==> config.mk <==
export PLATFORM = sky130hd
export DESIGN_NAME = mfx_exec
export DESIGN_NICKNAME = d
export VERILOG_FILES = /design/src/rtl/mfx_pkg.sv /design/src/rtl/mfx_bank.sv /design/src/rtl/mfx_alu.sv /design/src/rtl/mfx_mac.sv /design/src/rtl/mfx_exec.sv
export SDC_FILE = /design/constraint.sdc
export NUM_CORES = 1
export LEC_CHECK = 0
export BUFFER_PORTS_ARGS = -buffer_cell sky130_fd_sc_hd__buf_4
export CAP_MARGIN = 5
export CORE_UTILIZATION = 50
export CTS_CLUSTER_SIZE = 30
export DETAILED_ROUTE_END_ITERATION = 16
export PLACE_DENSITY_LB_ADDON = 0.2
export SLEW_MARGIN = 5
export SYNTH_ARGS = -nofsm -noshare
export SYNTH_HDL_FRONTEND = slang
export SYNTH_SLANG_ARGS = --single-unit
==> constraint.sdc <==
create_clock -name clk -period 11.6 [get_ports clk]
set_input_delay 1.16 -clock clk [delete_from_list [all_inputs] [get_ports clk]]
set_output_delay 1.16 -clock clk [all_outputs]
set_load 0.02 [all_outputs]
==> src/rtl/mfx_pkg.sv <==
package mfx_pkg;

   typedef enum logic [4:0] {
      FN_NOP   = 5'h00,
      FN_ADD   = 5'h01,
      FN_SUB   = 5'h02,
      FN_AND   = 5'h03,
      FN_OR    = 5'h04,
      FN_XOR   = 5'h05,
      FN_PASSX = 5'h06,
      FN_NEG   = 5'h07,
      FN_ABS   = 5'h08,
      FN_MUL   = 5'h10,
      FN_MAC   = 5'h11,
      FN_MSUB  = 5'h12,
      FN_MCLR  = 5'h13
   } func_e;

   // status bit positions
   localparam int ST_AZ = 0;
   localparam int ST_AN = 1;
   localparam int ST_AV = 2;
   localparam int ST_AC = 3;
   localparam int ST_AS = 4;
   localparam int ST_MV = 6;
   localparam int ST_W  = 8;

   function automatic logic code_is_alu(input logic [4:0] f);
      return (f >= 5'h01) && (f <= 5'h08);
   endfunction

   function automatic logic code_is_mac(input logic [4:0] f);
      return (f >= 5'h10) && (f <= 5'h13);
   endfunction

endpackage

==> src/rtl/mfx_bank.sv <==
module mfx_bank #(
   parameter  int DW   = 16,
   parameter  int NREG = 4,
   localparam int SW   = $clog2(NREG)
) (
   input  logic               clk,
   input  logic               rst_n,
   input  logic               wr_en,
   input  logic [SW-1:0]      wr_sel,
   input  logic [DW-1:0]      wr_data,
   input  logic [SW-1:0]      rd_sel,
   output logic [DW-1:0]      rd_data,
   output logic [NREG*DW-1:0] flat_o
);

   logic [DW-1:0] regs [NREG];

   for (genvar g = 0; g < NREG; g++) begin : g_reg
      always_ff @(posedge clk) begin
         if (!rst_n)
            regs[g] <= '0;
         else if (wr_en && (wr_sel == SW'(g)))
            regs[g] <= wr_data;
      end
      assign flat_o[g*DW +: DW] = regs[g];
   end

   // start-of-cycle value: read path sees only the registered contents
   assign rd_data = regs[rd_sel];

endmodule

==> src/rtl/mfx_alu.sv <==
module mfx_alu
   import mfx_pkg::*;
#(
   parameter int DW = 16
) (
   input  logic [4:0]    func,
   input  logic [DW-1:0] x,
   input  logic [DW-1:0] y,
   output logic          op_ok,
   output logic [DW-1:0] res,
   output logic          f_av,
   output logic          f_ac,
   output logic          as_upd,
   output logic          f_as
);

   localparam logic [DW-1:0] MINV = {1'b1, {(DW-1){1'b0}}};

   logic [DW:0] s_add, s_sub, s_neg;

   always_comb begin
      s_add  = {1'b0, x} + {1'b0, y};
      s_sub  = {1'b0, x} + {1'b0, ~y} + (DW+1)'(1);
      s_neg  = {1'b0, ~x} + (DW+1)'(1);
      op_ok  = 1'b1;
      res    = '0;
      f_av   = 1'b0;
      f_ac   = 1'b0;
      as_upd = 1'b0;
      f_as   = 1'b0;
      case (func)
         FN_ADD: begin
            res  = s_add[DW-1:0];
            f_ac = s_add[DW];
            f_av = (x[DW-1] == y[DW-1]) && (s_add[DW-1] != x[DW-1]);
         end
         FN_SUB: begin
            res  = s_sub[DW-1:0];
            f_ac = s_sub[DW];
            f_av = (x[DW-1] != y[DW-1]) && (s_sub[DW-1] != x[DW-1]);
         end
         FN_AND:   res = x & y;
         FN_OR:    res = x | y;
         FN_XOR:   res = x ^ y;
         FN_PASSX: res = x;
         FN_NEG: begin
            res  = s_neg[DW-1:0];
            f_ac = s_neg[DW];
            f_av = (x == MINV);
         end
         FN_ABS: begin
            res    = x[DW-1] ? s_neg[DW-1:0] : x;
            f_av   = (x == MINV);
            as_upd = 1'b1;
            f_as   = x[DW-1];
         end
         default: op_ok = 1'b0;
      endcase
   end

endmodule

==> src/rtl/mfx_mac.sv <==
module mfx_mac
   import mfx_pkg::*;
#(
   parameter  int DW    = 16,
   parameter  int GUARD = 8,
   localparam int PW    = 2 * DW,
   localparam int MRW   = PW + GUARD
) (
   input  logic [4:0]     func,
   input  logic [DW-1:0]  x,
   input  logic [DW-1:0]  y,
   input  logic [MRW-1:0] mr_cur,
   output logic           op_ok,
   output logic [MRW-1:0] mr_nxt,
   output logic           f_mv
);

   logic signed [PW-1:0] prod;
   logic [MRW-1:0]       prod_x;

   always_comb begin
      prod   = $signed(x) * $signed(y);
      prod_x = {{GUARD{prod[PW-1]}}, prod};
      op_ok  = 1'b1;
      case (func)
         FN_MUL:  mr_nxt = prod_x;
         FN_MAC:  mr_nxt = mr_cur + prod_x;
         FN_MSUB: mr_nxt = mr_cur - prod_x;
         FN_MCLR: mr_nxt = '0;
         default: begin
            mr_nxt = mr_cur;
            op_ok  = 1'b0;
         end
      endcase
      // overflow out of the low product field: guard bits plus field sign disagree
      f_mv = !((&mr_nxt[MRW-1:PW-1]) || !(|mr_nxt[MRW-1:PW-1]));
   end

endmodule

==> src/rtl/mfx_exec.sv <==
module mfx_exec
   import mfx_pkg::*;
#(
   parameter  int DW    = 16,
   parameter  int GUARD = 8,
   parameter  int NREG  = 4,
   localparam int SW    = $clog2(NREG),
   localparam int MRW   = 2 * DW + GUARD
) (
   input  logic               clk,
   input  logic               rst_n,
   input  logic               valid_i,
   input  logic [4:0]         func_i,
   input  logic [SW-1:0]      xsel_i,
   input  logic [SW-1:0]      ysel_i,
   input  logic               dmem_we_i,
   input  logic [SW-1:0]      dmem_dst_i,
   input  logic [DW-1:0]      dmem_data_i,
   input  logic               pmem_we_i,
   input  logic [SW-1:0]      pmem_dst_i,
   input  logic [DW-1:0]      pmem_data_i,
   output logic [NREG*DW-1:0] xbank_o,
   output logic [NREG*DW-1:0] ybank_o,
   output logic [DW-1:0]      ar_o,
   output logic [MRW-1:0]     mr_o,
   output logic [ST_W-1:0]    astat_o
);

   if (DW < 4) begin : g_bad_dw
      $error("mfx_exec: DW must be at least 4");
   end
   if (GUARD < 1) begin : g_bad_guard
      $error("mfx_exec: GUARD must be at least 1");
   end
   if ((NREG < 2) || ((1 << SW) != NREG)) begin : g_bad_nreg
      $error("mfx_exec: NREG must be a power of two, at least 2");
   end

   logic [DW-1:0]  x_op, y_op, alu_res;
   logic           alu_ok, alu_av, alu_ac, alu_as_upd, alu_as;
   logic           mac_ok, mac_mv;
   logic [MRW-1:0] mac_nxt;

   mfx_bank #(.DW(DW), .NREG(NREG)) u_xbank (
      .clk(clk), .rst_n(rst_n),
      .wr_en(valid_i && dmem_we_i), .wr_sel(dmem_dst_i), .wr_data(dmem_data_i),
      .rd_sel(xsel_i), .rd_data(x_op), .flat_o(xbank_o)
   );

   mfx_bank #(.DW(DW), .NREG(NREG)) u_ybank (
      .clk(clk), .rst_n(rst_n),
      .wr_en(valid_i && pmem_we_i), .wr_sel(pmem_dst_i), .wr_data(pmem_data_i),
      .rd_sel(ysel_i), .rd_data(y_op), .flat_o(ybank_o)
   );

   mfx_alu #(.DW(DW)) u_alu (
      .func(func_i), .x(x_op), .y(y_op),
      .op_ok(alu_ok), .res(alu_res), .f_av(alu_av), .f_ac(alu_ac),
      .as_upd(alu_as_upd), .f_as(alu_as)
   );

   mfx_mac #(.DW(DW), .GUARD(GUARD)) u_mac (
      .func(func_i), .x(x_op), .y(y_op), .mr_cur(mr_o),
      .op_ok(mac_ok), .mr_nxt(mac_nxt), .f_mv(mac_mv)
   );

   always_ff @(posedge clk) begin
      if (!rst_n) begin
         ar_o    <= '0;
         mr_o    <= '0;
         astat_o <= '0;
      end else if (valid_i) begin
         if (alu_ok) begin
            ar_o           <= alu_res;
            astat_o[ST_AZ] <= (alu_res == '0);
            astat_o[ST_AN] <= alu_res[DW-1];
            astat_o[ST_AV] <= alu_av;
            astat_o[ST_AC] <= alu_ac;
            if (alu_as_upd)
               astat_o[ST_AS] <= alu_as;
         end
         if (mac_ok) begin
            mr_o           <= mac_nxt;
            astat_o[ST_MV] <= mac_mv;
         end
      end
   end

endmodule

==> results of run 1 <==
layer usage:
metal / up-vias / routed length [um] / global-route usage (%)
li1: 9709 / - / -
met4: 0 / 2940 / 13.7
met1: 10631 / 34100 / 47.3
met2: 1014 / 35600 / 53.1
met5: - / 0 / 0
met3: 167 / 8150 / 8.90
final cells by class:
class                   count  area [sq um]
diodes                      1          2.50
clock buffers              17           425
clock inverters            15           204
fillers                  4137         18400
inverters                 349          1310
multi-input cells        1991         16800
flip-flops and latches    189          5060
well taps                 607           759
repair buffers            476          3660
what timing repair did:
item | 4_1_cts | 5_1_grt
setup endpoints to repair | 0 | 2
endpoints found under the hold margin | 0 | 0
resized for setup | 0 | 6
metrics by stage:
step / hold slack, ps / cell area (sq um) / util, % / cells / setup WS (ps)
after CTS: 501 / 28200 / 60.5 / 3644 / 562
after global placement: 456 / 27500 / 59.2 / 3612 / 238
after detailed placement: 488 / 27500 / 59.2 / 3612 / 53.3
after global routing: 531 / 28200 / 60.5 / 3644 / 9.18
after floorplan: 533 / 23600 / - / 2648 / 35.1
final: 500 / 28200 / 60.6 / 3645 / 362
cells by family (layout without fill, tap and decap cells):
| family | count (synthesis) | in the layout | synth area share, % |
|---|---|---|---|
| buf+inv | 468 | 857 | 7.56 |
| other cells | 1 | 3 | 0.0159 |
| xor+xnor | 94 | 94 | 3.55 |
| simple gates | 847 | 847 | 17.0 |
| flops | 189 | 189 | 21.5 |
| fa+ha+maj | 438 | 438 | 31.7 |
| mux | 74 | 74 | 3.61 |
| compound gates | 536 | 536 | 15.0 |
worst max-delay path: cells and delay by family:
family	cells	cell delay (ps)
buffers and inverters	9	1400
xor gates and xnor gates	1	160
adders and majority gates	8	3720
AOI/OAI and AO/OA	9	3010
muxes	2	540
and+or+nand+nor	11	1630
sequential cells by signal, indices dropped and copies added, names as in the netlist:
signal	flops
mr_o	40
ar_o	15
astat_o	6
u_xbank.regs	64
u_ybank.regs	64
synth_stat cells (59+ instances only):
library cell / n / area share, %
ha_1: 173 / 9.2
nand2_1: 220 / 3.5
inv_1: 341 / 5.4
dfxtp_1: 61 / 5.2
clkbuf_1: 100 / 1.6
nor2_1: 288 / 4.6
and2_1: 138 / 3.7
fa_1: 265 / 23
nor3_1: 59 / 1.3
a21oi_1: 127 / 2.7
edfxtp_1: 128 / 16
o21ai_0: 125 / 2.7
path summary, 6_finish.rpt:
| path | endpoint | startpoint | slack (ps) | cells after the start |
|---|---|---|---|---|
| worst max-delay path | astat_o[6] | ysel_i[0] | 360 | 40 |
| worst min-delay path | astat_o[0] | astat_o[0] | 500 | 2 |
| worst max register to register | astat_o[6] | u_ybank.regs[1][6] | 960 | 39 |
| worst min register to register | astat_o[0] | astat_o[0] | 500 | 2 |
==> impl_table.tex, run 1 <==
\begin{tabular}{lr}
\hline
Metric & Value \\
\hline
\multicolumn{2}{l}{\textbf{Run status}} \\
\quad Result of the run & completed \\
\multicolumn{2}{l}{\textbf{Floorplan}} \\
\quad Horiz. Die Dim & 219 um \\
\quad Die height & 219 um \\
\quad Number of core rows & 79 \\
\quad DIE AREA & 0.0480 sq mm \\
\quad Count of boundary I/O pins & 242 \\
\quad Floorplan Core Area & 0.0466 sq mm \\
\quad Initial Util & 50.6\% \\
\multicolumn{2}{l}{\textbf{CTS}} \\
\quad Maximum number of buffers from clock root to sink & 2 \\
\quad CTS clk-pin slew, worst paths & 90 ps \\
\quad Number of buffers added by the clock tree synthesis step & 17 \\
\quad Hold buffer count at CTS & 0 \\
\quad \# clock sinks & 189 \\
\quad H-Tree Level Count & 4 \\
\quad TritonCTS clock tree & yes \\
\quad Buffer type at the clock tree root & clkbuf\_16 \\
\quad Number of buffers added for setup after CTS & 0 \\
\quad Latest clock arrival within the worst-skew pair & 500 ps \\
\multicolumn{2}{l}{\textbf{Final layout}} \\
\quad Commonest non-fill, non-tap cell in the layout & buf\_4 \\
\quad Commonest non-fill, non-tap cells in the layout & 468 x buf\_4, 341 x inv\_1, 288 x nor2\_1 \\
\quad Proportion of layout cells with a drive suffix above 1 & 19.0\% \\
\quad Nets@finish & 3512 \\
\quad Layout overhead on the synthesized area & 19.7\% \\
\multicolumn{2}{l}{\textbf{Global route}} \\
\quad Number of antenna violations at the first check in global routing & 1 \\
\quad Global-route usage over all layers & 34.9\% \\
\quad Leftover overflow at the end of global routing & 0 \\
\quad Pin count of the biggest net entering global routing & 54 \\
\quad Vias in the first global route & 22093 \\
\quad Global-route wire length before repair & 126 mm \\
\multicolumn{2}{l}{\textbf{Setup path}} \\
\quad Endpoint kind of the worst setup timing path & register \\
\quad Kind of critical path & primary input to register \\
\quad Master of the slowest instance on the critical path & o311ai\_0 \\
\quad Data arrival at the endpoint of the critical path & 11630 ps \\
\quad CP max FO & 14 \\
\quad Data required time of the critical path & 11990 ps \\
\quad Peak per-stage delay on the critical path & 920 ps \\
\quad Launching element type of the critical path & primary input \\
\multicolumn{2}{l}{\textbf{Yosys}} \\
\quad Sequential fraction of the synthesis area & 21.5\% \\
\quad Netlist area before placement & 0.0236 sq mm \\
\quad Post-synth EDFFs & 128 \\
\quad Number of warning messages in the yosys log & 0 \\
\quad Main flop type after synthesis & edfxtp\_1 \\
\quad Mean cell area of the mapped netlist & 8.90 sq um \\
\quad Count of unique library cells instantiated by Yosys & 86 \\
\quad Post-synthesis sequential element count & 189 \\
\quad Async set-reset flop share out of synthesis & 0\% \\
\quad Number of standard cells after synthesis & 2647 \\
\multicolumn{2}{l}{\textbf{Timing}} \\
\quad Unrepaired setup endpoints after global routing & false \\
\quad Total negative setup slack & 0 ps \\
\quad Worst clock skew & 18.8 ps \\
\quad Achievable clock frequency & 89.0 MHz \\
\quad Final critical delay including setup and external delays & 11240 ps \\
\quad Worst slew margin & 21.6\% \\
\quad Portion of the clock cycle consumed by the worst path in the final layout & 96.9\% \\
\quad Total count of hold-check failures in the final report & 0 \\
\quad Max Transition Viols Final & 0 \\
\quad Worst-margin pin slew & 1170 ps \\
\quad Endpoints failing setup & 0 \\
\multicolumn{2}{l}{\textbf{Detailed routing}} \\
\quad Total via count after detailed routing & 21521 \\
\quad Detailed Route WL & 80.8 mm \\
\quad Via-per-instance ratio & 5.90 \\
\quad First drt pass iteration count & 8 \\
\quad DR iter-0 viols & 2223 \\
\quad Routed WL per cell & 22.2 um \\
\quad DRC & 0 \\
\quad Final ANT Viol Nets & 0 \\
\multicolumn{2}{l}{\textbf{Placed design}} \\
\quad Weighted congestion reported at the end of routability-driven placement & 1.02 \\
\quad Sum of net half-perimeters after detailed placement & 65.2 mm \\
\quad Buffers on Ports & 239 \\
\multicolumn{2}{l}{\textbf{Hold path}} \\
\quad Class of the most critical hold timing path & register to register \\
\multicolumn{2}{l}{\textbf{Flow run}} \\
\quad Max-capacitance violation count & 0 \\
\hline
\end{tabular}
Power of run 1 is left out: the tool's default activity adds up to more than one toggle a clock period on the data nets, which glitch-free logic cannot reach.
==> run 2: changes to the inputs <==
--- a/config.mk
+++ b/config.mk
@@ -7,11 +7,14 @@
 export LEC_CHECK = 0
 export BUFFER_PORTS_ARGS = -buffer_cell sky130_fd_sc_hd__buf_4
 export CAP_MARGIN = 5
-export CORE_UTILIZATION = 50
+export CELL_PAD_IN_SITES_DETAIL_PLACEMENT = 1
+export CELL_PAD_IN_SITES_GLOBAL_PLACEMENT = 1
+export CORE_UTILIZATION = 43
 export CTS_CLUSTER_SIZE = 30
 export DETAILED_ROUTE_END_ITERATION = 16
-export PLACE_DENSITY_LB_ADDON = 0.2
+export PLACE_DENSITY = 0.88
 export SLEW_MARGIN = 5
 export SYNTH_ARGS = -nofsm -noshare
 export SYNTH_HDL_FRONTEND = slang
+export SYNTH_HIERARCHICAL = 1
 export SYNTH_SLANG_ARGS = --single-unit
==> run 2 against run 1 <==
  * Utilization fell by 11 points
  * Worst hold slack got worse by 28 ps
  * Clock-buffer cell count did not move
==> impl_table.tex, run 2 <==
\begin{tabular}{lr}
\hline
Metric & Value \\
\hline
\multicolumn{2}{l}{\textbf{Yosys}} \\
\quad Share of the synthesized area in the top cell type & 21.0\% (-1.5 points) \\
\quad Post-synthesis sequential element count & 189 (unchanged) \\
\quad Async set-reset flop share out of synthesis & 0\% (unchanged) \\
\quad Number of standard cells after synthesis & 2799 (+5.7\%) \\
\quad Biggest area contributors in the synthesized netlist & fa\_1 21\%, edfxtp\_1 15\%, ha\_1 8.8\%, and2\_1 6.4\%, inv\_1 5.3\% \\
\quad Leading area contributor after synthesis & fa\_1 \\
\quad Number of warning messages in the yosys log & 6 (+6) \\
\quad Netlist area before placement & 0.0253 sq mm (+7.4\%) \\
\quad Main flop type after synthesis & edfxtp\_1 \\
\quad Count of unique library cells instantiated by Yosys & 114 (+33\%) \\
\quad Post-synth EDFFs & 128 (unchanged) \\
\quad Most instantiated cells after synthesis & 355 x inv\_1, 355 x nand2\_1, 265 x fa\_1, 257 x and2\_1, 177 x ha\_1 \\
\quad Mean cell area of the mapped netlist & 9.04 sq um (+1.5\%) \\
\quad Sequential fraction of the synthesis area & 20.0\% (-1.5 points) \\
\multicolumn{2}{l}{\textbf{Detailed routing}} \\
\quad Routed WL per cell & 24.4 um (+10\%) \\
\quad Detailed Route WL & 92.5 mm (+15\%) \\
\quad First drt pass iteration count & 6 (-2) \\
\quad Via-per-instance ratio & 6.02 (+1.9\%) \\
\quad DR iter-0 viols & 1666 (-25\%) \\
\quad DRC & 0 (unchanged) \\
\quad Total via count after detailed routing & 22813 (+6.0\%) \\
\quad Final ANT Viol Nets & 0 (unchanged) \\
\multicolumn{2}{l}{\textbf{Run status}} \\
\quad Result of the run & completed \\
\multicolumn{2}{l}{\textbf{Final layout}} \\
\quad Proportion of layout cells with a drive suffix above 1 & 15.9\% (-3.1 points) \\
\quad Inserted Diodes & 0 (-1) \\
\quad Final Util & 49.5\% (-11 points) \\
\quad Nets@finish & 3506 (-0.17\%) \\
\quad Top flop regs & u\_xbank/regs: 64 flops, u\_ybank/regs: 64 flops, mr\_o: 40 flops \\
\quad Layout overhead on the synthesized area & 13.4\% \\
\quad Commonest non-fill, non-tap cells in the layout & 355 x nand2\_1, 355 x inv\_1, 322 x buf\_4 \\
\quad Final cell count without fillers & 3792 (+4.0\%) \\
\multicolumn{2}{l}{\textbf{CTS}} \\
\quad Number of buffers added by the clock tree synthesis step & 17 (unchanged) \\
\quad CTS clk-pin slew, worst paths & 80 ps (about the same) \\
\quad Latest clock arrival within the worst-skew pair & 510 ps (about the same) \\
\quad H-Tree Level Count & 4 (unchanged) \\
\quad Buffer type at the clock tree root & clkbuf\_16 \\
\quad TritonCTS clock tree & yes \\
\quad \# clock sinks & 189 (unchanged) \\
\quad Maximum number of buffers from clock root to sink & 2 (unchanged) \\
\multicolumn{2}{l}{\textbf{Flow run}} \\
\quad Max-capacitance violation count & 0 (unchanged) \\
\multicolumn{2}{l}{\textbf{Global route}} \\
\quad Global-route wire length before repair & 140 mm (+12\%) \\
\quad Leftover overflow at the end of global routing & 0 (unchanged) \\
\quad Pin count of the biggest net entering global routing & 79 (+46\%) \\
\quad Global-route usage over all layers & 30.3\% (-4.6 points) \\
\quad Number of antenna violations at the first check in global routing & 1 (unchanged) \\
\quad Vias in the first global route & 24964 (+13\%) \\
\multicolumn{2}{l}{\textbf{Setup path}} \\
\quad Endpoint kind of the worst setup timing path & register \\
\quad Launching element type of the critical path & primary input \\
\quad Cell depth of the worst flop-to-flop path & 37 (-5.1\%) \\
\quad Kind of critical path & primary input to register \\
\quad Flop-to-flop setup slack & 890 ps (-70 ps) \\
\quad Peak per-stage delay on the critical path & 670 ps (-250 ps) \\
\quad Master of the slowest instance on the critical path & mux4\_2 \\
\quad Data required time of the critical path & 11990 ps (about the same) \\
\quad Cell seen most often among critical-path stages & fa\_1 \\
\quad CP max FO & 16 (+2) \\
\quad Data arrival at the endpoint of the critical path & 11670 ps (+40 ps) \\
\multicolumn{2}{l}{\textbf{Timing}} \\
\quad Final critical delay including setup and external delays & 11280 ps (+43.1 ps) \\
\quad Achievable clock frequency & 88.6 MHz (-0.38\%) \\
\quad Total count of hold-check failures in the final report & 0 (unchanged) \\
\quad Worst slew margin & 18.0\% (-3.6 points) \\
\quad Final Worst Setup Slack & 319 ps (-43.1 ps) \\
\quad Worst clock skew & 29.6 ps (+10.8 ps) \\
\quad Worst-margin pin slew & 1220 ps (+50.1 ps) \\
\quad Max Transition Viols Final & 0 (unchanged) \\
\quad Portion of the clock cycle consumed by the worst path in the final layout & 97.3\% (+0.37 points) \\
\quad Endpoints failing setup & 0 (unchanged) \\
\quad Total negative setup slack & 0 ps (unchanged) \\
\multicolumn{2}{l}{\textbf{Floorplan}} \\
\quad DIE AREA & 0.0598 sq mm (+25\%) \\
\quad Floorplan Core Area & 0.0579 sq mm (+24\%) \\
\quad Initial Util & 43.7\% (-6.9 points) \\
\quad Number of core rows & 88 (+11\%) \\
\quad Horiz. Die Dim & 245 um (+12\%) \\
\quad Die height & 245 um (+12\%) \\
\quad Count of boundary I/O pins & 242 (unchanged) \\
\multicolumn{2}{l}{\textbf{Hold path}} \\
\quad Hold path depth & 2 (unchanged) \\
\quad Class of the most critical hold timing path & register to register \\
\multicolumn{2}{l}{\textbf{Placed design}} \\
\quad Sum of net half-perimeters after detailed placement & 68.7 mm (+5.4\%) \\
\quad Total placed cells including tap cells & 3740 (+3.5\%) \\
\quad Worst-case setup slack after placement & -222 ps (-275 ps) \\
\quad Buffers on Ports & 239 (unchanged) \\
\quad Weighted congestion reported at the end of routability-driven placement & 0.975 (-4.7\%) \\
\hline
\end{tabular}
[run 2: cells by family after synthesis]
logic type      share of synthesized area [%]
compound gates                           15.7
simple gates                             19.8
flops                                    20.0
fa+ha+maj                                29.7
mux                                      3.64
buf+inv                                  7.82
xor+xnor                                 3.28
other cells                            0.0148
[run 2: critical path, delay by kind of cell]
family,cells,cell delay (ps)
muxes,3,1110
xor gates and xnor gates,1,110
AOI/OAI and AO/OA,11,3010
adders and majority gates,8,3900
and+or+nand+nor,8,1400
buffers and inverters,7,970
[run 2: per-layer routing]
metal,global-route usage [%],part of all wire [%],vias up
met4,16.1,5.8,2
met3,4.84,5.9,355
li1,-,-,9871
met2,55.3,52,996
met1,33.7,36,11589
met5,0,0.011,-
[run 2: metrics by stage]
stage / instance area (sq um) / hold slack [ps]
after floorplan: 25300 / 531
after global placement: 27900 / 455
after detailed placement: 27900 / 465
after CTS: 28500 / 476
after global routing: 28700 / 505
final: 28700 / 472
[run 2: final cells by class]
type | count | area [sq um]
Tap cell | 765 | 957
Fill cell | 6736 | 29200
Inverter | 357 | 1340
Timing Repair Buffer | 323 | 2430
Clock buffer | 17 | 425
Clock inverter | 15 | 189
Sequential cell | 189 | 5060
Multi-Input combinational cell | 2126 | 18300
[run 2: worst paths after layout]
check	endpoint	from
worst min register to register	ar_o[7]	ar_o[7]
worst max register to register	astat_o[6]	u_ybank/regs[3][4]
worst max-delay path	astat_o[6]	ysel_i[0]
worst min-delay path	ar_o[7]	ar_o[7]
[run 2: timing repair]
| item | in CTS | in global routing |
|---|---|---|
| endpoints found under the setup margin | 0 | 2 |
| hold buffers | 0 | 0 |
| setup buffers | 0 | 20 |
| gates resized for setup | 0 | 6 |
Power of run 2 is left out for the same reason.
